<file path="src/rtl/itblk_seq.sv">
module itblk_seq #(
  parameter logic [3:0] IDLE_COND = 4'b1110
) (
  input  logic       clk,
  input  logic       rst_n,
  input  logic       flush,
  input  logic       it_valid,
  input  logic [3:0] it_cond,
  input  logic [3:0] it_mask,
  input  logic       issue,
  output logic       in_block,
  output logic [3:0] cur_cond,
  output logic       last_slot,
  output logic       it_illegal
);

  // st[4] holds bit 0 of the current condition, st[3:0] the remaining mask
  logic [2:0] cond_hi;
  logic [4:0] st;
  logic       start;

  assign in_block   = |st[3:0];
  assign last_slot  = (st[3:0] == 4'b1000);
  assign cur_cond   = in_block ? {cond_hi, st[4]} : IDLE_COND;
  assign it_illegal = it_valid & (in_block | ~|it_mask);
  assign start      = it_valid & ~in_block & |it_mask;

  always_ff @(posedge clk) begin
    if (!rst_n) begin
      cond_hi <= 3'b000;
      st      <= 5'b00000;
    end else if (flush) begin
      st <= 5'b00000;
    end else if (start) begin
      cond_hi <= it_cond[3:1];
      st      <= {it_cond[0], it_mask};
    end else if (in_block && issue) begin
      st <= last_slot ? 5'b00000 : {st[3:0], 1'b0};
    end
  end

endmodule


</file>
<file path="config.mk">
export PLATFORM = sky130hd
export DESIGN_NAME = itblk_seq
export DESIGN_NICKNAME = d
export VERILOG_FILES = /design/src/rtl/itblk_seq.sv
export SDC_FILE = /design/constraint.sdc
export NUM_CORES = 1
export LEC_CHECK = 0
export CAP_MARGIN = 10
export CORE_AREA = 2 2 39 41
export DETAILED_ROUTE_END_ITERATION = 10
export DIE_AREA = 0 0 41 43
export GPL_TIMING_DRIVEN = 0
export PLACE_DENSITY = 0.7
export SETUP_SLACK_MARGIN = 0.1
export SYNTH_ARGS = -nofsm -noshare
export SYNTH_HDL_FRONTEND = slang
export SYNTH_SLANG_ARGS = --single-unit
</file>
<file path="constraint.sdc">
create_clock -name clk -period 3.5 [get_ports clk]
set_input_delay 0.35 -clock clk [delete_from_list [all_inputs] [get_ports clk]]
set_output_delay 0.35 -clock clk [all_outputs]
set_load 0.01 [all_outputs]
</file>
==> flow_summary.rst <==
.. list-table::
   :header-rows: 1

   * - Metric
     - Value
   * - Result of the run
     - complete, no violations
   * - CTS clock-pin slew for the worst setup and hold paths
     - 50 ps
   * - Total number of vias
     - 422
   * - Number of buffers inserted for hold repair after clock tree synthesis
     - 0
   * - Global-route wire length before repair
     - 1490 µm
   * - Transition time of the tightest slew-check pin
     - 782.6 ps
   * - Worst Setup End Kind
     - output port
   * - Cell with the largest stage delay on the worst path
     - nor4_1
   * - Post-CTS Setup Bufs
     - 0
   * - WL per Instance
     - 11.07 µm
   * - Root Driver
     - clkbuf_4
   * - Slack of the critical path
     - 901.6 ps
   * - VDD IR max
     - 0.1930 mV
   * - Number of enable-type register cells in the synthesized netlist
     - 0
   * - Chip height
     - 43 µm
   * - Post-layout power
     - 0.2306 mW
   * - Synth async-reset ratio
     - 0
   * - Synthesis-to-finish area growth
     - 52.82%
   * - Total Routing Usage GR
     - 0.1309
   * - Depth of the worst hold-timing path
     - 2
   * - Final routed wirelength across all metal layers
     - 919 µm
   * - Max FO, Critical Path
     - 3
   * - Initial core utilization
     - 0.3047
   * - Site Rows
     - 14
   * - Peak per-stage delay on the critical path
     - 700 ps
   * - Classification of the worst-slack hold path
     - flop to flop
   * - Antenna violations before repair
     - 0
   * - Final setup violation count
     - 0
   * - Data required time at the worst endpoint
     - 3150 ps
   * - DR iter-0 viols
     - 5
   * - Max Fclk
     - 384.9 MHz
   * - Post-Syn Area
     - 421.7 µm²
   * - Number of antenna cells inserted
     - 0
   * - Total CTS buffers
     - 3
   * - Setup repair after global routing missed its margin
     - false
   * - Core Box Area
     - 1384 µm²
   * - Synth area leaders
     - dfxtp_1 38%, mux2i_1 14%, nand2b_1 5.9%
   * - CTS-repair resized insts
     - 0
   * - Mapped Nets
     - 59
   * - Layout filler cell count
     - 144
   * - Via count of the first global-routing pass
     - 351
   * - Post-layout nets
     - 82
   * - Maximum count of clock buffers along a single path
     - 2
   * - Arrival time at the worst endpoint
     - 2250 ps
   * - Length in cells of the worst reg-to-reg path
     - 4
   * - Total Neg Setup Slack
     - 0 ps
   * - Post-layout min period
     - 2598 ps
   * - Critical Path Start Type
     - primary input
   * - Final number of hold-violating endpoints
     - 0
   * - H-Tree Level Count
     - 1
   * - Power per standard cell area
     - 357.9 nW/µm²
   * - Number of iterations in the first detailed-routing pass
     - 4
   * - Clock latency at the later pin of the worst-skew pair
     - 250 ps
   * - Width of the die
     - 41 µm
   * - Lkg Pwr
     - 0.2438 nW
   * - Seq cells post-synth
     - 8
   * - Critical path, cell by cell
     - clkdlybuf4s50_1 -> nor4_1 -> nor2_1 -> nor2_1 -> clkdlybuf4s50_1
   * - Cells after synthesis
     - 46
   * - Period utilisation layout
     - 0.7424
   * - Number of sinks driven by the clock tree
     - 8
   * - Top flip-flop cell by instance count after synthesis
     - dfxtp_1
   * - Count of warnings emitted by yosys
     - 0
   * - Yosys cell types
     - 19
   * - Number of antenna-violating nets in the routed design
     - 0
   * - Tightest hold margin
     - 504.5 ps
   * - Synth area leader
     - dfxtp_1
   * - Share of final-layout standard cells stronger than drive strength 1
     - 0.08955
   * - Setup WS pre-CTS
     - 905.9 ps
   * - Setup slack of the worst register-to-register path
     - 1810 ps
   * - Worst max-slew margin expressed relative to the limit
     - 0.4734
   * - Mean instance size in the synthesized netlist
     - 9.166 µm²
   * - Detailed placer's ending HPWL
     - 728.7 µm
   * - Area enclosed by the die boundary
     - 1763 µm²
   * - Critical Setup Path Class
     - primary input to output port
   * - Number of pins exceeding their max-slew limit in the final report
     - 0
   * - Proportion of netlist area held by the largest area contributor
     - 0.3798
   * - Residual overflow from global routing
     - 0
   * - TritonCTS clock tree
     - done
   * - Layout Skew
     - 2.844 ps
   * - RePlAce Congestion
     - 0.6771
   * - Number of top-level design ports
     - 20
   * - Maximum number of pins on one net before global-route repair
     - 11
   * - Max-cap violation count
     - 0
   * - DRC viols
     - 0
   * - Number of input and output port buffers inserted
     - 18
   * - Mean number of vias per cell
     - 5.084
   * - Sequential element share of the synthesized area
     - 0.3798
[flip-flops by register name, summed over array words and instances, names as in the netlist]
register  cells
cond_hi       3
st            5
[final timing paths]
check | from | end
setup / recovery | it_mask[1] | it_illegal
hold / removal | cond_hi[1] | cond_hi[1]
setup reg to reg | st[1] | cond_hi[1]
hold reg to reg | cond_hi[1] | cond_hi[1]
[cell usage after synthesis, drive strengths merged (2+ instances only)]
library cell and n:
a21oi 4, dfxtp 8, nor2b 4, nand2b 4
nand2 4, mux2i 6, nor2 4, nor4b 2
[stage by stage]
stage,area (µm²),instances,utilization
2_1_floorplan,421.7,46,-
3_3_place_gp,621.8,80,0.4494
3_5_place_dp,621.8,80,0.4494
4_1_cts,644.4,83,0.4656
5_1_grt,644.4,83,0.4656
6_report,644.4,83,0.4656
[final cells by class]
type                    count  area, µm²  area share
multi-input cells          35      249.0      0.3864
repair buffers             18      180.2      0.2796
flip-flops and latches      8      160.2      0.2485
clock buffers               3      22.52     0.03495
well taps                  16      20.02     0.03107
plain buffers               2      8.758     0.01359
inverters                   1      3.754    0.005825
[where the power goes]
group	switching [mW]	total [mW]	internal, mW	leakage, nW
logic	0.0259	0.0638	0.0379	0.165
registers	0.00301	0.0986	0.0955	0.0652
clock network	0.0292	0.0683	0.0391	0.0138
[cell families (layout without fill, tap and decap cells)]
group                  Yosys count  count (layout)  synth area share
muxes                            6               6            0.1424
and+or+nand+nor                 21              21            0.3234
DFF                              8               8            0.3798
AOI/OAI and AO/OA                8               8            0.1247
buffers and inverters            3              24           0.02965
[layer usage]
metal,up-vias,share of wire,track usage
li1,210,-,-
met1,191,0.46,0.1623
met2,19,0.46,0.1750
met3,2,0.067,0.06283
met4,0,0.0087,0.08000
met5,-,0,0
[worst max-delay path: cells and delay by family]
kind	cells	cell delay, ps
AND/OR/NAND/NOR	3	940
buffers and inverters	2	960
[layout by cell type, fill, tap and decap left out]
| cell | instances |
|---|---|
| a211oi_1 | 1 |
| a21oi_1 | 4 |
| a221oi_1 | 1 |
| and2_1 | 1 |
| buf_2 | 1 |
| clkbuf_1 | 1 |
| clkbuf_4 | 3 |
| clkdlybuf4s50_1 | 18 |
| dfxtp_1 | 8 |
| inv_1 | 1 |
| mux2i_1 | 6 |
| nand2_1 | 4 |
| nand2b_1 | 4 |
| nor2_1 | 4 |
| nor2b_1 | 4 |
| nor4_1 | 1 |
| nor4b_1 | 1 |
| nor4b_4 | 1 |
| o31ai_1 | 1 |
| o41ai_1 | 1 |
| or4_4 | 1 |
Note: power is estimated with default switching activity, not from simulation.
